==> src/rtl/zs_pkg.sv <==
package zs_pkg;
    localparam int WORD_W   = 32;
    localparam int WIN_ROWS = 4;
    localparam int WIN_COLS = 5;
    localparam int PAT_W    = WIN_ROWS * WIN_COLS;

    typedef enum logic [1:0] {
        TAG_NONE = 2'b00,
        TAG_WIN  = 2'b01,
        TAG_HDR  = 2'b10,
        TAG_TRL  = 2'b11
    } tag_e;

    typedef struct packed {
        tag_e             tag;
        logic [3:0]       band;
        logic [5:0]       col;
        logic [PAT_W-1:0] pat;
    } win_word_t;
endpackage

==> src/rtl/zs_win_finder.sv <==
// Window finder: pairs row steps into 4-row bands and, one window per cycle,
// reports 4x5 windows anchored at the lowest uncovered hit column.
// Assumes: NPAIR even, 5 <= NCOL <= 64, and steps spaced wider than a band scan.
module zs_win_finder
    import zs_pkg::*;
#(
    parameter int NCOL  = 16,
    parameter int NPAIR = 4
) (
    input  logic            clk,
    input  logic            rst_n,
    input  logic            pair_valid,
    input  logic [NCOL-1:0] row_a,
    input  logic [NCOL-1:0] row_b,
    output logic            frame_start,
    output logic            win_valid,
    output win_word_t       win_word,
    output logic            frame_end
);
    localparam int SW = (NPAIR > 2) ? $clog2(NPAIR) : 1;
    localparam int NW = $clog2(NCOL + WIN_COLS);

    logic [SW-1:0]   stp;
    logic [NCOL-1:0] prev_a, prev_b;
    logic [NCOL-1:0] band_q [WIN_ROWS];
    logic            scanning, last_q, hit_found;
    logic [3:0]      band_idx;
    logic [NW-1:0]   nxt, anchor;
    logic [NCOL-1:0] col_or;
    logic [PAT_W-1:0] pat;

    // Column occupancy of the whole band
    always_comb begin
        col_or = '0;
        for (int r = 0; r < WIN_ROWS; r++) col_or |= band_q[r];
    end

    // Lowest hit column at or above the uncovered boundary
    always_comb begin
        hit_found = 1'b0;
        anchor    = '0;
        for (int c = 0; c < NCOL; c++) begin
            if (!hit_found && col_or[c] && (NW'(c) >= nxt)) begin
                hit_found = 1'b1;
                anchor    = NW'(c);
            end
        end
    end

    // One 5-bit slice of the pattern per band row
    for (genvar r = 0; r < WIN_ROWS; r++) begin : g_row
        logic [NCOL-1:0] shf;
        assign shf = band_q[r] >> anchor;
        assign pat[r*WIN_COLS +: WIN_COLS] = shf[WIN_COLS-1:0];
    end

    assign frame_start = pair_valid && (stp == '0);
    assign win_valid   = scanning && hit_found;
    assign frame_end   = scanning && !hit_found && last_q;
    assign win_word    = '{tag: TAG_WIN, band: band_idx, col: 6'(anchor), pat: pat};

    // Step counting, band capture and scan progress
    always_ff @(posedge clk) begin
        if (!rst_n) begin
            stp      <= '0;
            scanning <= 1'b0;
            last_q   <= 1'b0;
            nxt      <= '0;
            band_idx <= '0;
        end else if (pair_valid) begin
            prev_a <= row_a;
            prev_b <= row_b;
            stp    <= (stp == SW'(NPAIR-1)) ? '0 : stp + 1'b1;
            if (stp[0]) begin
                band_q[0] <= prev_a;
                band_q[1] <= prev_b;
                band_q[2] <= row_a;
                band_q[3] <= row_b;
                scanning  <= 1'b1;
                nxt       <= '0;
                band_idx  <= 4'(stp >> 1);
                last_q    <= (stp == SW'(NPAIR-1));
            end
        end else if (scanning) begin
            if (hit_found) nxt <= anchor + NW'(WIN_COLS);
            else           scanning <= 1'b0;
        end
    end
endmodule

==> src/rtl/zs_bank_ctrl.sv <==
// Bank store: writes header, windows and trailer of each frame into a rotating
// bank, applies the window limit, keeps or drops the frame by mode and trigger,
// and counts frames that find their bank still occupied.
// Assumes: NBANK a power of two; win_valid and frame_end never coincide.
module zs_bank_ctrl
    import zs_pkg::*;
#(
    parameter int NBANK   = 4,
    parameter int MAX_WIN = 6,
    localparam int DEPTH  = MAX_WIN + 2,
    localparam int AW     = $clog2(DEPTH),
    localparam int BW     = $clog2(NBANK)
) (
    input  logic              clk,
    input  logic              rst_n,
    input  logic              frame_start,
    input  logic              win_valid,
    input  logic [WORD_W-1:0] win_word,
    input  logic              frame_end,
    input  logic              trig_mode,
    input  logic              trigger,
    input  logic [BW-1:0]     rd_bank,
    input  logic [AW-1:0]     rd_addr,
    input  logic              rel,
    output logic [WORD_W-1:0] rd_data,
    output logic [AW:0]       rd_len,
    output logic [NBANK-1:0]  bank_full,
    output logic [15:0]       frames_lost
);
    logic [WORD_W-1:0] mem [NBANK][DEPTH];
    logic [AW:0]       len_q [NBANK];
    logic [BW-1:0]     wr_ptr;
    logic [AW-1:0]     wr_addr, nwin, wa;
    logic              open_q, ovf_q, trig_q, we, keep;
    logic [15:0]       fcnt;
    logic [WORD_W-1:0] wd;

    assign rd_data = mem[rd_bank][rd_addr];
    assign rd_len  = len_q[rd_bank];
    assign keep    = !trig_mode || trig_q || trigger;

    // Select which word, if any, is written this cycle
    always_comb begin
        we = 1'b0;
        wa = wr_addr;
        wd = '0;
        if (frame_start && !bank_full[wr_ptr]) begin
            we = 1'b1;
            wa = '0;
            wd = {TAG_HDR, 14'b0, fcnt};
        end else if (open_q && win_valid && (nwin < AW'(MAX_WIN))) begin
            we = 1'b1;
            wd = win_word;
        end else if (open_q && frame_end) begin
            we = 1'b1;
            wd = {TAG_TRL, 13'b0, ovf_q, 16'(nwin)};
        end
    end

    // Bank storage write port
    always_ff @(posedge clk) begin
        if (we) mem[wr_ptr][wa] <= wd;
    end

    // Frame bookkeeping, bank ownership and loss count
    always_ff @(posedge clk) begin
        if (!rst_n) begin
            wr_ptr      <= '0;
            wr_addr     <= '0;
            nwin        <= '0;
            open_q      <= 1'b0;
            ovf_q       <= 1'b0;
            trig_q      <= 1'b0;
            fcnt        <= '0;
            frames_lost <= '0;
            bank_full   <= '0;
            for (int b = 0; b < NBANK; b++) len_q[b] <= '0;
        end else begin
            if (rel) bank_full[rd_bank] <= 1'b0;
            if (frame_start) begin
                fcnt <= fcnt + 16'd1;
                if (!bank_full[wr_ptr]) begin
                    open_q  <= 1'b1;
                    wr_addr <= AW'(1);
                    nwin    <= '0;
                    ovf_q   <= 1'b0;
                    trig_q  <= trigger;
                end else begin
                    open_q      <= 1'b0;
                    frames_lost <= frames_lost + 16'd1;
                end
            end else if (open_q) begin
                trig_q <= trig_q || trigger;
                if (win_valid) begin
                    if (nwin < AW'(MAX_WIN)) begin
                        wr_addr <= wr_addr + 1'b1;
                        nwin    <= nwin + 1'b1;
                    end else begin
                        ovf_q <= 1'b1;
                    end
                end
                if (frame_end) begin
                    open_q <= 1'b0;
                    if (keep) begin
                        bank_full[wr_ptr] <= 1'b1;
                        len_q[wr_ptr]     <= {1'b0, wr_addr} + (AW+1)'(1);
                        wr_ptr            <= wr_ptr + 1'b1;
                    end
                end
            end
        end
    end
endmodule

==> src/rtl/zs_serializer.sv <==
// Serializer: drains full banks in order, one 32-bit word after another, on
// one lane (32 cycles/word) or two lanes (16 cycles/word), MSB first.
// Assumes: the bank store reads combinationally.
module zs_serializer
    import zs_pkg::*;
#(
    parameter int NBANK = 4,
    parameter int AW    = 3,
    localparam int BW   = $clog2(NBANK)
) (
    input  logic              clk,
    input  logic              rst_n,
    input  logic              two_lane,
    input  logic [NBANK-1:0]  bank_full,
    input  logic [AW:0]       rd_len,
    input  logic [WORD_W-1:0] rd_data,
    output logic [BW-1:0]     rd_bank,
    output logic [AW-1:0]     rd_addr,
    output logic              rel,
    output logic [1:0]        ser_data,
    output logic              ser_valid,
    output logic              lanes2
);
    logic              active, last_beat;
    logic [BW-1:0]     bank_q;
    logic [AW:0]       addr_q;
    logic [WORD_W-1:0] sh;
    logic [4:0]        bcnt;

    assign rd_bank     = bank_q;
    assign rd_addr     = active ? addr_q[AW-1:0] : '0;
    assign last_beat   = lanes2 ? (bcnt == 5'd15) : (bcnt == 5'd31);
    assign rel         = active && last_beat && (addr_q == rd_len);
    assign ser_valid   = active;
    assign ser_data[0] = active && sh[31];
    assign ser_data[1] = active && lanes2 && sh[15];

    // Word loading, bit shifting and bank hand-back
    always_ff @(posedge clk) begin
        if (!rst_n) begin
            active <= 1'b0;
            bank_q <= '0;
            addr_q <= '0;
            sh     <= '0;
            bcnt   <= '0;
            lanes2 <= 1'b0;
        end else if (!active) begin
            if (bank_full[bank_q]) begin
                active <= 1'b1;
                sh     <= rd_data;
                addr_q <= (AW+1)'(1);
                bcnt   <= '0;
                lanes2 <= two_lane;
            end
        end else if (last_beat) begin
            if (addr_q == rd_len) begin
                active <= 1'b0;
                bank_q <= bank_q + 1'b1;
            end else begin
                sh     <= rd_data;
                addr_q <= addr_q + 1'b1;
                bcnt   <= '0;
            end
        end else begin
            bcnt <= bcnt + 5'd1;
            sh   <= lanes2 ? {sh[30:16], 1'b0, sh[14:0], 1'b0} : {sh[30:0], 1'b0};
        end
    end
endmodule

==> src/rtl/zs_engine.sv <==
// Top of the zero-suppression engine: window finder -> bank store -> serializer.
// Assumes: row-pair steps arrive at the rolling-shutter pace, far apart in clocks.
module zs_engine
    import zs_pkg::*;
#(
    parameter int NCOL    = 16,
    parameter int NPAIR   = 4,
    parameter int NBANK   = 4,
    parameter int MAX_WIN = 6
) (
    input  logic            clk,
    input  logic            rst_n,
    input  logic            pair_valid,
    input  logic [NCOL-1:0] pair_row0,
    input  logic [NCOL-1:0] pair_row1,
    input  logic            trig_mode,
    input  logic            trigger,
    input  logic            two_lane,
    output logic [1:0]      ser_data,
    output logic            ser_valid,
    output logic [15:0]     frames_lost
);
    localparam int DEPTH = MAX_WIN + 2;
    localparam int AW    = $clog2(DEPTH);
    localparam int BW    = $clog2(NBANK);

    logic              frame_start, win_valid, frame_end, rel, lanes2;
    win_word_t         win_word;
    logic [WORD_W-1:0] rd_data;
    logic [AW:0]       rd_len;
    logic [NBANK-1:0]  bank_full;
    logic [BW-1:0]     rd_bank;
    logic [AW-1:0]     rd_addr;

    zs_win_finder #(.NCOL(NCOL), .NPAIR(NPAIR)) u_find (
        .clk(clk), .rst_n(rst_n), .pair_valid(pair_valid),
        .row_a(pair_row0), .row_b(pair_row1),
        .frame_start(frame_start), .win_valid(win_valid),
        .win_word(win_word), .frame_end(frame_end)
    );

    zs_bank_ctrl #(.NBANK(NBANK), .MAX_WIN(MAX_WIN)) u_bank (
        .clk(clk), .rst_n(rst_n), .frame_start(frame_start),
        .win_valid(win_valid), .win_word(win_word), .frame_end(frame_end),
        .trig_mode(trig_mode), .trigger(trigger),
        .rd_bank(rd_bank), .rd_addr(rd_addr), .rel(rel),
        .rd_data(rd_data), .rd_len(rd_len), .bank_full(bank_full),
        .frames_lost(frames_lost)
    );

    zs_serializer #(.NBANK(NBANK), .AW(AW)) u_ser (
        .clk(clk), .rst_n(rst_n), .two_lane(two_lane),
        .bank_full(bank_full), .rd_len(rd_len), .rd_data(rd_data),
        .rd_bank(rd_bank), .rd_addr(rd_addr), .rel(rel),
        .ser_data(ser_data), .ser_valid(ser_valid), .lanes2(lanes2)
    );
endmodule

==> config.mk <==
export PLATFORM = sky130hd
export DESIGN_NAME = zs_engine
export DESIGN_NICKNAME = d
export VERILOG_FILES = /design/src/rtl/zs_pkg.sv /design/src/rtl/zs_win_finder.sv /design/src/rtl/zs_bank_ctrl.sv /design/src/rtl/zs_serializer.sv /design/src/rtl/zs_engine.sv
export SDC_FILE = /design/constraint.sdc
export NUM_CORES = 1
export LEC_CHECK = 0
export BUFFER_PORTS_ARGS = -buffer_cell sky130_fd_sc_hd__buf_2
export CAP_MARGIN = 20
export CORE_UTILIZATION = 49
export DETAILED_ROUTE_END_ITERATION = 16
export PLACE_DENSITY = 0.67
export SETUP_SLACK_MARGIN = 0.1
export SLEW_MARGIN = 0
export SYNTH_ARGS = -nofsm -noshare
export SYNTH_HDL_FRONTEND = slang
export SYNTH_SLANG_ARGS = --single-unit
==> constraint.sdc <==
create_clock -name clk -period 5 [get_ports clk]
set_clock_uncertainty 0.05 [all_clocks]
set_input_delay 0.75 -clock clk [delete_from_list [all_inputs] [get_ports clk]]
set_output_delay 0.75 -clock clk [all_outputs]
set_load 0.05 [all_outputs]
==> run metrics, run 1 <==
max frequency=0.224 GHz; Pint=between 10,000 and 15,000 µW; Core Area=around 90,000 µm²; total CTS buffers=104; Via Count=26,200; synth warn=0; largest vdd supply drop=0.000284 V; fin crit share=89.3%; Initial Util=49.4%; crit-path cells=and2_1, o21ai_1, o21a_1, nor4_1, nor3_4, buf_4, and3_1, a2111oi_0, a211oi_1, a32o_1, buf_12; Tot GR Track Use=around a quarter; layout cells sized above 1=about 22%; Worst EP required=around 5.4 ns; synthesized cell area=44,500 µm²; Fin Setup TNS=0 ns; sequential share of the synthesized area=70.6%; unrepaired setup endpoints after global routing=false; post-CTS sizing=0; Worst Tran Pin Value=between 1 and 1.5 ns; largest net degree at the start of global routing=100; CP Depth=11; clock share of power=about 43%; initial DRC count=2,892; critical path class=reg -> reg; Max Slew Vio Count=0; Max-Cap Viols=0; initial antenna violation count=1; CTS tree=yes; root buffer cell=clkbuf_16; area leader, netlist=edfxtp_1; global route overflow=0; top cell type's share of synthesized area=65.9%; Main synth FF type=edfxtp_1; sequential cell fraction of total power=54.4%; setup violators final=0; port bufs=56; Worst Path Max Fanout=32; cell count after synthesis=2,772; hold_buf cts=0; GP Congestion=between 0.8 and 0.9; vias in the first global route=approximately 26,000; CP bufs+invs=2; Die ar.=92,000 µm²; DRC violations left=0; WL final=117,000 µm; Post-Syn Nets=2,827; first-pass GRT wire length=173,000 µm; num rows=110; Syn-to-layout area delta=14.1%; FF-to-FF setup slack=0.54 ns; family with the most delay on the worst path=compound AO/OA/AOI/OAI gates; Routed Antenna Nets=0; Max stage delay on crit path=0.63 ns; static leakage=0.0172 µW; Slew HR=27.1%; ranking of synthesized cells by area=edfxtp_1, mux4_2, dfxtp_1; critical path's slowest cell=a2111oi_0; hpwl dp=between 60,000 and 70,000 µm; clk_lat worst skew=0.69 ns; Final Instance Area=50,700 µm²; Die Wd=303 µm; Final Hold Viols=0; die height=around 300 µm; Yosys cell types=between 70 and 80; worst r2r src=u_find.nxt[1]; CTS max path bufs=3; register bit count reported by yosys=approximately 1,100; Worst Hold Slack=0.213 ns; Final #Nets=2,960; CP endpoint=u_bank.mem[0][79]; RR Endpoint=u_bank.mem[0][79]; cell count of the worst reg-to-reg path=11; status=complete, no violations; routed vias/inst=6.29; hold crit path type=in -> reg; Setup crit end kind=flop; Post-synth EDFFs=roughly 980; placed inst area=47,200 µm²; H-Tree Depth=3; minimum clock period=~4.5 ns; startpoint types=flop; Worst Path Arrival=4.83 ns; Cell Pwr Density=around 360 nW/µm²; Ports=57; final core utilization=a little under three fifths; clock slew at reported path FFs=0.06 ns; First-pass DRT Iterations=5; switching part of the total=20.4%; Post CTS Setup Buffer Count=0; WL/cell=between 20 and 30 µm; ys async rst share=0%; Comb pwr share=between 2 and 2.5%; sinks on the clock net=1,080; Worst Setup SP=u_find.nxt[1]; Synth Area per Inst=16.0 µm²; Switching Power=roughly 3700 µW
==> kinds of logic (layout without fill, tap and decap cells) <==
group                      count (synthesis)  count (layout)  synth area share (%)
DFF                                     1080            1080                  70.6
and+or+nand+nor                          835             835                  8.84
AOI/OAI and AO/OA                        349             349                  5.34
muxes                                    246             246                  12.0
buffers and inverters                    207             426                  1.97
xor gates and xnor gates                  38              38                 0.748
adders and majority gates                 17              17                 0.478
other                                      0               1                     0
==> cells in the final DEF (no fill, tap or decap), types with 11 or more instances in the layout <==
cell / count
clkbuf_1: 15
a311oi_1: 26
ha_1: 17
nand4_1: 35
clkbuf_16: 106
dfxtp_1: 101
and2_1: 18
mux4_2: 231
buf_4: 98
buf_2: 56
nor2_1: 161
buf_12: 44
a22oi_1: 20
edfxtp_1: 976
o21ai_0: 66
a211oi_1: 44
nor3_1: 37
xnor2_1: 15
clkinv_1: 20
clkinv_2: 20
nand3_1: 173
a21oi_1: 86
nor4_1: 19
and2_2: 33
inv_1: 31
xor2_1: 23
a221oi_1: 17
bufinv_16: 11
mux2i_1: 12
and3_1: 24
nand2_1: 281
==> worst reg2reg max path: cells and delay by family, from the launching register on <==
family / cells / cell delay, ns
AO/OA/AOI/OAI: 5 / 1.62
buffers and inverters: 2 / 0.46
AND/OR/NAND/NOR: 4 / 1.47
flip-flops: 1 / 0.58
==> how the worst min path moves through the flow <==
stage / startpoint / end / slack, ns / cells after the start
finish: pair_row1[4] / u_find.band_q[3][4] / 0.21 / 1
global route: pair_row0[6] / u_find.prev_a[6] / 0.19 / 1
CTS: pair_row0[5] / u_find.band_q[2][5] / 0.18 / 1
detailed placement: u_find.prev_a[9] / u_find.band_q[0][9] / 0.36 / 0
global placement: u_find.prev_b[4] / u_find.band_q[1][4] / 0.35 / 0
floorplan: u_find.prev_a[0] / u_find.band_q[0][0] / 0.35 / 0
==> cell type report <==
cell class / count / area (µm²)
clock inverter: 70 / 718
timing repair buffer: 200 / 1940
fill: 6919 / 39300
multi-input combinational: 1485 / 12300
tap: 1176 / 1470
antenna: 1 / 2.50
clock buffer: 122 / 2720
inverter: 34 / 131
sequential: 1080 / 31400
==> stage by stage <==
step | std cells | worst slack (ns) | power, µW
2_1_floorplan | 2772 | 0.115 | 10300
3_3_place_gp | 3972 | 0.503 | 10500
3_5_place_dp | 3972 | 0.458 | 10500
4_1_cts | 4164 | 0.462 | 18300
5_1_grt | 4167 | 0.371 | 18600
6_report | 4168 | 0.535 | 18200
==> sequential cells by signal (all words and copies together), names as in the netlist, 2 cells and up, named ones only <==
signal,flops
u_ser.rd_bank,2
u_bank.frames_lost,16
u_ser.bcnt,5
u_find.prev_b,16
u_bank.fcnt,16
u_bank.bank_full,4
u_bank.mem,864
u_bank.len_q,16
u_bank.wr_addr,3
u_find.prev_a,16
u_find.stp,2
u_bank.wr_ptr,2
u_find.nxt,5
u_find.band_q,64
u_ser.addr_q,4
u_ser.sh,32
u_bank.nwin,3
==> layer usage <==
metal	global-route usage (%)	share of wire (%)	wire (µm)
met5	0	0	0
met4	9.05	3.1	3670
met1	35.6	40	47000
met3	4.04	7.9	9240
met2	42.6	49	57500
==> cell usage after synthesis, drive strengths merged, types with 5 or more instances <==
cell and number:
and2 52, or2 7, clkbuf 114, a211oi 47, a21oi 86, or3 9
nand2 283, a31oi 9, edfxtp 976, dfxtp 104, o211ai 7, a221oi 18
xor2 23, a21o 6, o21ai 72, buf 59, nor2 170, a2111oi 6
nor3 38, nand4 35, and3 24, a32o 9, nand3 173, a31o 6
o22ai 6, mux2i 12, a311oi 26, xnor2 15, mux4 231, inv 34
ha 17, a22oi 20, nand3b 5, nor4 24
==> power by group through the flow <==
| stage | clock (µW) | sequential (µW) | combinational (µW) |
|---|---|---|---|
| 2_1_floorplan | 0 | 10000 | 268 |
| 3_3_place_gp | 0 | 10100 | 432 |
| 3_5_place_dp | 0 | 10100 | 439 |
| 4_1_cts | 7970 | 9870 | 440 |
| 5_1_grt | 8300 | 9880 | 476 |
| 6_report | 7850 | 9880 | 441 |
Power figures use the tool's default switching activity.
==> run 2, diff against run 1 <==
- PLACE_DENSITY: 0.67 -> not set
- clock period: 5 -> 5.2 ns (I/O delays scaled with it)
==> run metrics, run 2 (synthesis results as in run 1) <==
CTS tree=yes; hpwl dp=71,400 µm; Die ar.=92,000 µm²; layout cells sized above 1=22.4%; Final Hold Viols=0; static leakage=0.0174 µW; Final #Nets=between 2,000 and 3,000; FF-to-FF setup slack=between 0.6 and 0.7 ns; Worst Path Arrival=5.00 ns; fin crit share=87.6%; root buffer cell=clkbuf_16; Final Non-Filler Cells=4,160; Placed Cells=3,959; Max Slew Vio Count=0; num rows=110; registers with the most flip-flops=u_bank.mem: 864 flops, u_find.band_q: 64 flops, u_ser.sh: 32 flops; Largest register FFs=864; most frequent cells in the layout=edfxtp_1, nand2_1, mux4_2, nand3_1, nor2_1; max frequency=0.220 GHz; hold crit path type=in -> reg; final core utilization=56.8%; unrepaired setup endpoints after global routing=false; First-pass DRT Iterations=6; clk_lat worst skew=between 0.6 and 0.7 ns; Worst Path Max Fanout=32; Setup crit end kind=flop; Worst Hold Slack=0.248 ns; Die Wd=303 µm; Largest Register=u_bank.mem; total CTS buffers=107; hold_buf cts=0; WL/cell=30.2 µm; Max-Cap Viols=0; largest net degree at the start of global routing=127; vias in the first global route=26,700; Worst Tran Pin Value=approximately 1.1 ns; H-Tree Depth=3; Fin Setup TNS=0 ns; sinks on the clock net=1,080; post-CTS sizing=0; Routed Antenna Nets=0; Via Count=roughly 26,000; Core Area=between 90,000 and 100,000 µm²; Cell Pwr Density=353 nW/µm²; Ports=57; CTS max path bufs=3; Tot GR Track Use=between 20 and 30%; port bufs=56; power consumption=18,000 µW; largest vdd supply drop=0.000227 V; clock slew at reported path FFs=0.06 ns; Slew HR=26.1%; initial DRC count=2,585; first-pass GRT wire length=approximately 180,000 µm; initial antenna violation count=0; Syn-to-layout area delta=14.9%; minimum clock period=4.56 ns; routed vias/inst=6.37; n_diodes=0; global route overflow=0; GP Congestion=0.926; Post CTS Setup Buffer Count=0; WL final=126,000 µm; status=complete, no violations; die height=303 µm; startpoint types=flop; most common cell after layout, fill and taps aside=edfxtp_1; setup violators final=0; Worst EP required=5.64 ns; critical path class=reg -> reg; Initial Util=49.4%; DRC violations left=0
run 2: path summary, 6_finish.rpt:
kind | to | from | depth (start not counted)
setup / recovery | u_bank.mem[1][8] | u_find.nxt[1] | 13
hold reg to reg | u_find.band_q[0][2] | u_find.prev_a[2] | 0
setup reg to reg | u_bank.mem[1][8] | u_find.nxt[1] | 13
hold / removal | u_find.band_q[2][4] | pair_row0[4] | 1
run 2: where the power goes:
group	switching, µW	internal [µW]	total (µW)
logic	286	141	427
clock network	3240	4870	8110
registers	39.9	9460	9500
run 2: cell type report:
cell class	instances	area [µm²]
well taps	1176	1470
multi-input cells	1485	12300
flip-flops and latches	1080	31400
fillers	7144	38900
inverters	34	133
clock inverters	60	766
clock buffers	139	2970
repair buffers	186	2010
run 2: routing by layer:
layer  wire [µm]  track usage, %  part of all wire (%)  vias up
met3        9600            4.13                   7.6      263
met4        4710            10.7                   3.7        0
met1       50400            37.6                    40    13700
met2       61100            45.3                    49     1282
met5           0               0                     0        -
li1            -               -                     -    11200
run 2: per-stage QoR:
stage | area, µm² | setup slack [ns]
2_1_floorplan | 44500 | 0.315
3_3_place_gp | 47300 | 0.742
3_5_place_dp | 47300 | 0.669
4_1_cts | 51100 | 0.653
5_1_grt | 51100 | 0.291
6_report | 51100 | 0.645
run 2: worst max-delay path, cell delays in order, from the launching register on:
cell	delay, ns
dfxtp_1	0.59
and2_1	0.41
o21ai_1	0.20
o21a_1	0.32
nor4_1	0.58
or3_1	0.41
nor2_8	0.05
inv_4	0.26
buf_4	0.24
a21oi_1	0.10
a2111oi_0	0.46
buf_4	0.18
a32o_1	0.28
buf_12	0.22
